===== config.mk =====
export PLATFORM = sky130hd
export DESIGN_NAME = led_cfg_front
export DESIGN_NICKNAME = d
export VERILOG_FILES = /design/src/rtl/lcfg_pkg.sv /design/src/rtl/lcfg_in_sync.sv /design/src/rtl/lcfg_edge.sv /design/src/rtl/lcfg_chain.sv /design/src/rtl/lcfg_fsm.sv /design/src/rtl/led_cfg_front.sv
export SDC_FILE = /design/constraint.sdc
export NUM_CORES = 1
export LEC_CHECK = 0
export BUFFER_PORTS_ARGS = -buffer_cell sky130_fd_sc_hd__clkbuf_2
export CAP_MARGIN = 20
export CORE_ASPECT_RATIO = 2
export CORE_UTILIZATION = 57
export DETAILED_ROUTE_END_ITERATION = 16
export GPL_TIMING_DRIVEN = 0
export PLACE_DENSITY = 0.86
export SLEW_MARGIN = 30
export SYNTH_ARGS = -nofsm -noshare
export SYNTH_HDL_FRONTEND = slang
export SYNTH_SLANG_ARGS = --single-unit

===== constraint.sdc =====
create_clock -name clk -period 2.15 [get_ports clk]
set_input_delay 0.1075 -clock clk [delete_from_list [all_inputs] [get_ports clk]]
set_output_delay 0.1075 -clock clk [all_outputs]
set_load 0.02 [all_outputs]

===== src/rtl/lcfg_pkg.sv =====
package lcfg_pkg;
    localparam int unsigned N_CH       = 16;
    localparam int unsigned CODE_W     = 7;
    localparam int unsigned BRI_W      = N_CH * CODE_W;
    localparam int unsigned SYNC_DEPTH = 2;

    typedef enum logic [1:0] {
        ST_IDLE,
        ST_XFER,
        ST_SNAP,
        ST_HOLD
    } xfer_st_e;
endpackage


===== src/rtl/lcfg_in_sync.sv =====
module lcfg_in_sync #(
    parameter int unsigned WIDTH = 4,
    parameter int unsigned DEPTH = 2
) (
    input  logic             clk,
    input  logic             rst_n,
    input  logic [WIDTH-1:0] d_in,
    output logic [WIDTH-1:0] q_out
);
    logic [WIDTH-1:0] stg [DEPTH];

    for (genvar k = 0; k < DEPTH; k++) begin : g_stage
        if (k == 0) begin : g_first
            always_ff @(posedge clk or negedge rst_n) begin
                if (!rst_n) stg[k] <= '0;
                else        stg[k] <= d_in;
            end
        end else begin : g_next
            always_ff @(posedge clk or negedge rst_n) begin
                if (!rst_n) stg[k] <= '0;
                else        stg[k] <= stg[k-1];
            end
        end
    end

    assign q_out = stg[DEPTH-1];
endmodule


===== src/rtl/lcfg_edge.sv =====
module lcfg_edge #(
    parameter int unsigned WIDTH = 2
) (
    input  logic             clk,
    input  logic             rst_n,
    input  logic [WIDTH-1:0] lvl,
    output logic [WIDTH-1:0] rise
);
    logic [WIDTH-1:0] prev;

    always_ff @(posedge clk or negedge rst_n) begin
        if (!rst_n) prev <= '0;
        else        prev <= lvl;
    end

    assign rise = lvl & ~prev;
endmodule


===== src/rtl/lcfg_chain.sv =====
module lcfg_chain #(
    parameter int unsigned WIDTH = 16
) (
    input  logic             clk,
    input  logic             rst_n,
    input  logic             shift_en,
    input  logic             ser_d,
    input  logic             xfer_en,
    input  logic             snap_en,
    input  logic [WIDTH-1:0] snap_d,
    output logic [WIDTH-1:0] sr_q,
    output logic [WIDTH-1:0] hold_q
);
    always_ff @(posedge clk or negedge rst_n) begin
        if (!rst_n) begin
            sr_q   <= '0;
            hold_q <= '0;
        end else begin
            if (snap_en)       sr_q <= snap_d;
            else if (shift_en) sr_q <= {sr_q[WIDTH-2:0], ser_d};
            if (xfer_en)       hold_q <= sr_q;
        end
    end
endmodule


===== src/rtl/lcfg_fsm.sv =====
module lcfg_fsm
    import lcfg_pkg::*;
(
    input  logic     clk,
    input  logic     rst_n,
    input  logic     lat_lvl,
    input  logic     lat_rise,
    input  logic     clk_rise,
    input  logic     mode_lvl,
    output xfer_st_e st,
    output logic     shift_onoff,
    output logic     shift_bri,
    output logic     xfer_onoff,
    output logic     xfer_bri,
    output logic     snap_onoff
);
    xfer_st_e st_nx;

    always_ff @(posedge clk or negedge rst_n) begin
        if (!rst_n) st <= ST_IDLE;
        else        st <= st_nx;
    end

    always_comb begin
        st_nx = st;
        unique case (st)
            ST_IDLE: if (lat_rise) st_nx = ST_XFER;
            ST_XFER: st_nx = mode_lvl ? ST_HOLD : ST_SNAP;
            ST_SNAP: st_nx = ST_HOLD;
            ST_HOLD: if (!lat_lvl) st_nx = ST_IDLE;
            default: st_nx = ST_IDLE;
        endcase
    end

    always_comb begin
        shift_onoff = 1'b0;
        shift_bri   = 1'b0;
        xfer_onoff  = 1'b0;
        xfer_bri    = 1'b0;
        snap_onoff  = 1'b0;
        unique case (st)
            ST_IDLE: begin
                shift_onoff = clk_rise && !lat_lvl && !mode_lvl;
                shift_bri   = clk_rise && !lat_lvl && mode_lvl;
            end
            ST_XFER: begin
                xfer_onoff = !mode_lvl;
                xfer_bri   = mode_lvl;
            end
            ST_SNAP: snap_onoff = 1'b1;
            ST_HOLD: ;
            default: ;
        endcase
    end
endmodule


===== src/rtl/led_cfg_front.sv =====
module led_cfg_front
    import lcfg_pkg::*;
#(
    parameter int unsigned NUM_CH  = N_CH,
    parameter int unsigned LEVEL_W = CODE_W,
    parameter int unsigned SYNC_N  = SYNC_DEPTH
) (
    input  logic                        clk,
    input  logic                        rst_n,
    input  logic                        sel_bright,
    input  logic                        ser_in,
    input  logic                        ser_clk,
    input  logic                        ser_lat,
    input  logic [NUM_CH-1:0]           open_status,
    output logic                        ser_out,
    output logic [NUM_CH-1:0]           chan_en,
    output logic [NUM_CH*LEVEL_W-1:0]   chan_level
);
    localparam int unsigned LVL_BITS = NUM_CH * LEVEL_W;

    logic [3:0] raw_in, syn_in;
    logic       mode_s, sin_s, sclk_s, lat_s;
    logic [1:0] rise_v;
    logic       clk_rise, lat_rise;
    logic       shift_onoff, shift_bri, xfer_onoff, xfer_bri, snap_onoff;
    xfer_st_e   st;
    logic [NUM_CH-1:0]   en_sr;
    logic [LVL_BITS-1:0] bri_sr;

    assign raw_in = {sel_bright, ser_in, ser_clk, ser_lat};

    lcfg_in_sync #(.WIDTH(4), .DEPTH(SYNC_N)) u_sync (
        .clk(clk), .rst_n(rst_n), .d_in(raw_in), .q_out(syn_in)
    );

    assign {mode_s, sin_s, sclk_s, lat_s} = syn_in;

    lcfg_edge #(.WIDTH(2)) u_edge (
        .clk(clk), .rst_n(rst_n), .lvl({sclk_s, lat_s}), .rise(rise_v)
    );

    assign {clk_rise, lat_rise} = rise_v;

    lcfg_fsm u_fsm (
        .clk(clk), .rst_n(rst_n),
        .lat_lvl(lat_s), .lat_rise(lat_rise), .clk_rise(clk_rise),
        .mode_lvl(mode_s), .st(st),
        .shift_onoff(shift_onoff), .shift_bri(shift_bri),
        .xfer_onoff(xfer_onoff), .xfer_bri(xfer_bri),
        .snap_onoff(snap_onoff)
    );

    lcfg_chain #(.WIDTH(NUM_CH)) u_onoff (
        .clk(clk), .rst_n(rst_n),
        .shift_en(shift_onoff), .ser_d(sin_s),
        .xfer_en(xfer_onoff), .snap_en(snap_onoff), .snap_d(open_status),
        .sr_q(en_sr), .hold_q(chan_en)
    );

    lcfg_chain #(.WIDTH(LVL_BITS)) u_bright (
        .clk(clk), .rst_n(rst_n),
        .shift_en(shift_bri), .ser_d(sin_s),
        .xfer_en(xfer_bri), .snap_en(1'b0), .snap_d({LVL_BITS{1'b0}}),
        .sr_q(bri_sr), .hold_q(chan_level)
    );

    assign ser_out = mode_s ? bri_sr[LVL_BITS-1] : en_sr[NUM_CH-1];
endmodule


; ---- Word-level counts from Yosys, hierarchy flattened
; Index checks and enable logic that the tools add are counted.
[classes]
n_eq_ne = 5
n_mux = 12
n_bitwise = 2
reduce_logical = 8
[ops]
columns = op, n
row1 = two-way mux 16 bit, 2
row2 = case mux 2 bit (4 select lines), 1
row3 = two-way mux 1 bit, 7
row4 = "== test 2 bit, second input constant", 2
row5 = two-way mux 2 bit, 2
row6 = "!= test 2 bit, second input constant", 2
row7 = logical AND 1 bit, 3
row8 = AND 2 bit, 1
row9 = "== test 2 x 1 -> 1 bit, second input constant", 1
row10 = zero test 1 bit, 2
row11 = zero test 2 bit, 1
row12 = NOT 2 bit, 1
row13 = AND reduction 2 bit, 1
row14 = nonzero test 2 bit, 1
[word_totals]
ff_bits = 268
wordCells = 35

; ---- Logic depth before layout (Yosys ltp)
; Gate-level depths: netlist of the first run.
[logic_depth]
depth_word = 7
ltp_mapped = 8
depth_no_buf = 5

; ---- Hierarchy
; A second synthesis of the first run with hierarchy kept.
[unflattened]
hier_cells = 862
area_unflattened_um2 = 11334.6
[modules_own_cells]
columns = module, instances, cells_each, area_per_inst_um2
row1 = lcfg_chain at u_bright, 1, 722, 9405.3
row2 = lcfg_chain at u_onoff, 1, 103, 1393.8
row3 = lcfg_in_sync, 1, 12, 230.2
row4 = lcfg_fsm, 1, 19, 209.0
row5 = lcfg_edge, 1, 4, 77.6
row6 = led_cfg_front, 1, 2, 18.8

; ---- Worst setup path after synthesis of the first run
; OpenSTA, ideal clock, no wires.
[synth_path]
kind = register to register
startpoint = register u_fsm.st[0]
endpoint = register u_onoff.sr_q[14]
setup_time_ns = 0.125
arrival_ns = 1.735
required_ns = 2.025
setup_slack_ns = 0.291
path_stages_with_launch = 7
path_buffers = 2
period_less_slack_ns = 1.859
cell_sequence = dfrtp_1 inv_1 ha_1 buf_2 clkbuf_1 mux2_2 mux2_2
[synth_via]
elab_chain_cells = 3
word_cells_on_any_way = 6
classes_between = eq/ne: 1 / mux: 3 / reduce/logical: 2
[synth_lines]
columns = item, line
row1 = from (decl), lcfg_fsm.sv:10  ; output xfer_st_e st,
row2 = from (signal assigned), lcfg_fsm.sv:21  ; else st <= st_nx;
row3 = == test 2 bit or zero test 2 bit (tied branches), lcfg_fsm.sv:41  ; unique case (st)
row4 = two-way mux 1 bit, lcfg_fsm.sv:41
row5 = two-way mux 16 bit or nonzero test 2 bit (tied branches), n/a
row6 = to (signal assigned), lcfg_chain.sv:19  ; if (snap_en) sr_q <= snap_d;
row7 = to (signal assigned), lcfg_chain.sv:20  ; else if (shift_en) sr_q <= {sr_q[WIDTH-2:0], ser_d};
row8 = to (decl), lcfg_chain.sv:11  ; output logic [WIDTH-1:0] sr_q,
; Several ways; a longest one is shown, not always the timed one.
; A chain may end at the register's enable or synchronous reset.

; ---- Worst setup path in the final report of the first run
[layout_path]
startpoint = register u_fsm.st[0]
endpoint = register u_bright.sr_q[73]
[layout_via]
elab_chain_cells = 2
[layout_lines]
columns = item, line
row1 = zero test 2 bit, lcfg_fsm.sv:41
row2 = two-way mux 1 bit, lcfg_fsm.sv:41
row3 = to (signal assigned), lcfg_chain.sv:19
row4 = to (signal assigned), lcfg_chain.sv:20
row5 = to (decl), lcfg_chain.sv:11
; No other way between the ends.

==> results_dict.tcl, run 1 <==
set metrics [dict create \
    p_int_uw 9040 \
    grt_pass1_vias 6241 \
    use_met2 0.419 \
    cp-end-kind "flip-flop" \
    use_met1 0.229 \
    clkPwrFrac 0.352 \
    ant_nets 0 \
    drc 6 \
    finalHoldViolCount 0 \
    cp_data_required_time_ns 2.53 \
    worstPathCellList "inv_1, ha_2, nand4bb_1, or2_1, buf_4, buf_8, buf_6, mux2_4" \
    avgSynthCellArea_um2 17.7 \
    clk_pin_slew_ns 0.07 \
    synthCells 593 \
    synth_top_area_frac 0.639 \
    crit_type "flip-flop to flip-flop" \
    gr-total-overflow 0 \
    ioPinCount 151 \
    p_comb_frac 0.178 \
    synth_cell_types 21 \
    yosys_most_used_dff "dfrtp_1" \
    tightest_slew_ns 0.656 \
    num-nets-final 818 \
    vias_per_cell 5.43 \
    cts_root_buf "clkbuf_16" \
    min_period_over_period 0.958 \
    dieArea_um2 19000 \
    p_leak_uw 0.00688 \
    drtIter0Drc 128 \
    clk_path_buf_depth 3 \
    slew_headroom 0.563 \
    synth_area_leaders "dfrtp_1 64%, mux2_2 20%, mux2_4 13%" \
    cts_sinks 268 \
    grt_usage 0.214 \
    die_h_um 194 \
    async_flop_share 1.00 \
    synth_nets 619 \
    die_x_um 98.0 \
    insertion_delay_ns 0.51 \
    p_switching_uw 3090 \
    slew_viol_final 0 \
    dpl_worst_slack_ns -0.221 \
    outcome "finished with violations" \
    cp_max_fo 10 \
    ys_warn_count 0 \
    critPathArrivalTime_ns 2.44 \
    cts_tree "built" \
    diodes 0 \
    worst-path-buf-inv 4 \
    place_area_um2 11600 \
    max_freq_mhz 486 \
    rows 69 \
    finClkSkew_ns 0.0132 \
    seqPwrFrac 0.470 \
    worst_slack_ns 0.0910 \
    setup_viol 0 \
    hold_class "input pin to flip-flop" \
    routed_wirelength_um 19500 \
    cp_slowest_cell "dfrtp_2" \
    core_um2 17900 \
    cp-start-kind "flip-flop" \
    hpwlAfterDp_um 13700 \
    start_util 0.588 \
    drive_above_1_share 0.610 \
    synth_top_cell_by_area "dfrtp_1" \
    fin_crit_ns 2.06 \
    sw_frac_of_total 0.254 \
    synth_edf_count 0 \
    synthToLayoutAreaGrowth_pct 20.2 \
    ctsHtreeMaxLevel 1 \
    place_congestion 0.750 \
    seq_area_frac_synth 0.639 \
    violations "design-rule violations" \
    firstDrtPassIters 10 \
    grt_pass1_wl_um 32500 \
    drv_cap 0 \
    grt.met3_usage 0.0270 \
    wl_per_cell_um 19.1 \
    critPathMaxStageDelay_ns 0.44 \
    synth_area_um2 10500 \
    grt_max_degree 91 \
    portBuffers 150 \
    grt-busiest-layer "met2" \
    finish.instance_area_um2 12600 \
    vdd_drop_max_mv 0.820 \
    critPathTopFamily "buffers and inverters" \
    cts_setup_buffers 0 \
    grt_antenna_before_repair 0 \
    vias 5543 \
    synth_seq_cells 268 \
    powerDensity_nw_per_um2 961 \
    cts_buffers 24 \
]
[worst paths after layout]
path / start / end / slack [ns] / depth (start not counted)
worst max-delay path: u_fsm.st[0] / u_bright.sr_q[73] / 0.09 / 8
worst min-delay path: open_status[0] / u_onoff.sr_q[0] / 0.01 / 3
worst max register to register: u_fsm.st[0] / u_bright.sr_q[73] / 0.09 / 8
worst min register to register: u_sync.stg[6] / u_sync.q_out[2] / 0.34 / 0
max in group asynchronous: rst_n / u_bright.sr_q[68] / 0.97 / 4
min in group asynchronous: rst_n / u_onoff.hold_q[3] / 0.06 / 2
[flip-flops by register name (all words and copies together), names as in the netlist]
register         flops
u_bright.hold_q    112
u_bright.sr_q      112
u_onoff.hold_q      16
u_onoff.sr_q        16
u_sync.q_out         4
u_sync.stg           4
u_edge.prev          2
u_fsm.st             2
[final cells by class]
class	count	area [µm²]
inverter	4	15.0
multi-input combinational	291	3560
clock inverter	4	47.5
sequential	268	6710
tap	213	267
buffer	30	226
fill	1102	5250
clock buffer	38	754
timing repair buffer	173	1040
[power by group through the flow]
stage / logic, µW / registers [µW] / clock network (µW)
after floorplan: 1330 / 5920 / 0
after global placement: 2010 / 5750 / 0
after detailed placement: 2150 / 5790 / 0
after CTS: 2180 / 5700 / 4360
after global routing: 2330 / 5750 / 4560
final: 2160 / 5700 / 4270
[cells in the final DEF (no fill, tap or decap), drive strengths merged]
| cell | count |
|---|---|
| nand4bb | 1 |
| nor3b | 2 |
| ha | 4 |
| dfrtp | 268 |
| or3 | 1 |
| a41oi | 1 |
| nand2 | 3 |
| inv | 4 |
| clkinv | 2 |
| nor4 | 1 |
| bufinv | 1 |
| a21boi | 1 |
| mux2 | 274 |
| nor4bb | 1 |
| buf | 31 |
| or2b | 1 |
| clkinvlp | 1 |
| or2 | 1 |
| dlygate4sd3 | 20 |
| clkbuf | 190 |
[synth_stat cells (2+ instances only)]
library cell and count:
dfrtp_1 268, mux2_2 185, mux2_4 89, buf_2 12, buf_6 9, buf_1 4, ha_1 4, inv_1 4
nand2_1 3, buf_8 2, clkbuf_1 2, nor3b_1 2
[worst register-to-register path: stages, from the launching register on]
cell and delay [ns]:
dfrtp_2 0.44, inv_1 0.09, ha_2 0.23, nand4bb_1 0.15
or2_1 0.23, buf_4 0.15, buf_8 0.15, buf_6 0.17
mux2_4 0.31
[layer usage]
layer / vias up / share of wire
met3: 41 / 0.034
met4: 0 / 0.029
met1: 2902 / 0.36
met2: 119 / 0.58
met5: - / 0
li1: 2481 / -
[what timing repair did]
action	in CTS	in global routing
hold buffers	20	0
cloned	0	0
resized for setup	1	7
endpoints found under the setup margin	70	159
endpoints found under the hold margin	120	0
[through the flow]
step                      instances  power, µW  hold slack, ns   util  setup TNS [ns]
after floorplan                 593       7250          -0.188      -               0
after detailed placement        959       7940          0.0233  0.650          -13.00
final                          1021      12100          0.0132  0.706               0
after CTS                      1021      12200          0.0120  0.706               0
after global placement          956       7760           0.219  0.645        -1059.18
after global routing           1021      12600          0.0133  0.706        -0.00776
[cell families (layout without fill, tap and decap cells)]
| kind of cell | Yosys count | after routing | share of synthesized area |
|---|---|---|---|
| AND/OR/NAND/NOR | 11 | 11 | 0.00703 |
| AO/OA/AOI/OAI | 2 | 2 | 0.00155 |
| buffers and inverters | 34 | 249 | 0.0225 |
| adder cells (fa/ha/maj) | 4 | 4 | 0.00477 |
| flip-flops | 268 | 268 | 0.639 |
| multiplexers | 274 | 274 | 0.326 |
Note: power is estimated with default switching activity, not from simulation.
==> run 2, diff against run 1 <==
--- a/config.mk
+++ b/config.mk
@@ -5,13 +5,14 @@
 export SDC_FILE = /design/constraint.sdc
 export NUM_CORES = 1
 export LEC_CHECK = 0
+export ABC_AREA = 1
 export BUFFER_PORTS_ARGS = -buffer_cell sky130_fd_sc_hd__clkbuf_2
 export CAP_MARGIN = 20
 export CORE_ASPECT_RATIO = 2
-export CORE_UTILIZATION = 57
+export CORE_UTILIZATION = 56
 export DETAILED_ROUTE_END_ITERATION = 16
 export GPL_TIMING_DRIVEN = 0
-export PLACE_DENSITY = 0.86
+export PLACE_DENSITY = 0.85
 export SLEW_MARGIN = 30
 export SYNTH_ARGS = -nofsm -noshare
 export SYNTH_HDL_FRONTEND = slang
==> constraint.sdc (replaced) <==
create_clock -name clk -period 2.15 [get_ports clk]
set_input_delay 0.1075 -clock clk [delete_from_list [all_inputs] [get_ports clk]]
set_output_delay 0.1075 -clock clk [all_outputs]
set_load 0.01 [all_outputs]
==> run 2 against run 1 <==
Compared with the run above: clock power decreased by 1%; the flow now finishes without violations; via count increased by 39%; non-clock buffer count increased by 28; largest cell class unchanged; total power decreased by 3.0%; clock skew about the same; wire length increased by 17%; critical path type unchanged.
==> results_dict.tcl, run 2 <==
set metrics [dict create \
    seqPwrFrac 0.474 \
    ys_warn_count 0 \
    die_h_um 193 \
    wl_per_cell_um 15.5 \
    max_freq_mhz 504 \
    cts_setup_buffers 0 \
    vias 7723 \
    setup_viol 0 \
    grt_pass1_vias 8003 \
    outcome "finished, final reports clean" \
    yosys_most_used_dff "dfrtp_1" \
    layout_common_cells "299 x nand2_1, 268 x dfrtp_1, 205 x o21ai_0" \
    synth_cell_types 21 \
    post-route-util 0.689 \
    slew_viol_final 0 \
    r2r-end "u_bright.hold_q[110]" \
    clk_path_buf_depth 3 \
    drv_cap 0 \
    tightest_slew_ns 0.457 \
    clk_pin_slew_ns 0.07 \
    reg_top3 "u_bright.hold_q x112, u_bright.sr_q x112" \
    routed_wirelength_um 22800 \
    whs_ns 0.0977 \
    cts_sinks 268 \
    cp-end-kind "flip-flop" \
    multi_input_area_um2 2620 \
    cts_buffers 23 \
    ctsHtreeMaxLevel 1 \
    synthCells 1046 \
    synth_area_leaders "dfrtp_1 66%, nand2_1 11%, o21ai_0 10%" \
    grt_max_degree 86 \
    grt_usage 0.247 \
    synth_seq_cells 268 \
    core_um2 17800 \
    hpwlAfterDp_um 15500 \
    diodes 0 \
    seq_area_frac_synth 0.660 \
    netlist_top_cells_count "299 x nand2_1, 268 x dfrtp_1, 205 x o21ai_0" \
    synthToLayoutAreaGrowth_pct 20.6 \
    hold_class "input pin to asynchronous set/reset pin" \
    gr-total-overflow 0 \
    synth_area_um2 10200 \
    cts_root_buf "clkbuf_16" \
    vias_per_cell 5.24 \
    start_util 0.572 \
    insertion_delay_ns 0.50 \
    clkPwrFrac 0.359 \
    total_power_uw 11800 \
    r2r_cells 5 \
    synth_top_cell_by_area "dfrtp_1" \
    reg2reg_slack_ns 0.17 \
    final_common_cell "nand2_1" \
    synth_nets 1072 \
    min_period_over_period 0.923 \
    firstDrtPassIters 5 \
    portBuffers 150 \
    cp_data_required_time_ns 2.51 \
    synth_edf_count 0 \
    place_inst 1412 \
    sw_frac_of_total 0.286 \
    grt_setup_unrepaired "no" \
    rows 69 \
    reg2reg_from "u_fsm.st[0]" \
    finClkSkew_ns 0.0136 \
    powerDensity_nw_per_um2 960 \
    grt_antenna_before_repair 0 \
    p_switching_uw 3370 \
    crit_type "flip-flop to flip-flop" \
    critPathArrivalTime_ns 2.35 \
    drc 0 \
    dieArea_um2 18700 \
    p_comb_frac 0.167 \
    die_x_um 97.3 \
    layout.cells.non_filler 1473 \
    p_leak_uw 0.00586 \
    cp_max_fo 10 \
    place_congestion 0.891 \
    num-nets-final 1271 \
    fillerInstances 1312 \
    cts_tree "built" \
    avgSynthCellArea_um2 9.72 \
    yosysMostFrequentCell "nand2_1" \
    p_int_uw 8400 \
    fin_crit_ns 1.98 \
    drive_above_1_share 0.180 \
    synth_top_area_frac 0.660 \
    async_flop_share 1.00 \
    ioPinCount 151 \
    ant_nets 0 \
    drtIter0Drc 289 \
    grt_pass1_wl_um 37500 \
    slew_headroom 0.695 \
    vdd_drop_max_mv 0.928 \
    finalHoldViolCount 0 \
    cp-start-kind "flip-flop" \
    seq_area_um2 6710 \
]
-- run 2: changes by cell type after synthesis, sizes merged, moves of 2 or more --
cell	change
nand2	+297
nand3	+18
clkbuf	+22
nor3b	-2
nor2	+2
buf	+5
mux2	-273
inv	+131
o21ai	+257
-- run 2: power groups by stage --
stage | Clock [µW] | Sequential (µW) | Combinational, µW
final | 4220 | 5580 | 1960
after global routing | 4480 | 5610 | 2200
after detailed placement | 0 | 5660 | 1920
after global placement | 0 | 5650 | 1840
after CTS | 4300 | 5570 | 1970
after floorplan | 0 | 5690 | 1120
-- run 2: cells by family after synthesis --
logic type                 share of synthesized area
and+or+nand+nor                                0.123
AOI/OAI and AO/OA                              0.128
buffers and inverters                         0.0828
DFF                                            0.660
muxes                                        0.00111
adders and majority gates                    0.00492
-- run 2: what timing repair did --
action | 4_1_cts | 5_1_grt
setup endpoints to repair | 0 | 0
hold endpoints to repair | 203 | 0
resized for setup | 0 | 0
hold buffers | 21 | 0
-- run 2: metal layers --
metal / vias to the layer above / track usage / part of all wire
met5: - / 0 / 0
met2: 233 / 0.462 / 0.54
met4: 0 / 0.124 / 0.049
li1: 3690 / - / -
met3: 76 / 0.0308 / 0.041
met1: 3724 / 0.275 / 0.37
-- run 2: layout make-up --
| class | instances | area share |
|---|---|---|
| clock buffer | 32 | 0.0546 |
| sequential | 268 | 0.547 |
| tap | 213 | 0.0217 |
| buffer | 57 | 0.0271 |
| clock inverter | 8 | 0.00827 |
| timing repair buffer | 174 | 0.0859 |
| multi-input combinational | 585 | 0.213 |
| inverter | 136 | 0.0417 |
-- run 2: worst max-delay path by stage --
stage,from,to,cells past startpoint
5_1_grt,u_fsm.st[1],u_bright.hold_q[69],6
3_3_place_gp,rst_n,u_bright.hold_q[107],1
2_1_floorplan,u_fsm.st[0],u_bright.sr_q[53],8
3_5_place_dp,u_fsm.st[1],u_bright.hold_q[92],6
4_1_cts,u_fsm.st[1],u_bright.hold_q[110],6
6_report,u_fsm.st[0],u_bright.hold_q[110],5
-- run 2: metrics by stage --
stage / area [µm²] / setup TNS [ns] / setup WS (ns)
final: 12300 / 0 / 0.166
after global routing: 12300 / 0 / 0.0171
after CTS: 12300 / 0 / 0.160
after detailed placement: 11300 / 0 / 0.178
after global placement: 11200 / -1135.96 / -4.26
after floorplan: 10200 / 0 / 0.685
-- run 2: critical path, cell delays in order (launching register included) --
cell	delay (ns)
dfrtp_1	0.44
ha_1	0.25
nand2_1	0.26
buf_2	0.37
clkbuf_1	0.37
o21ai_0	0.16
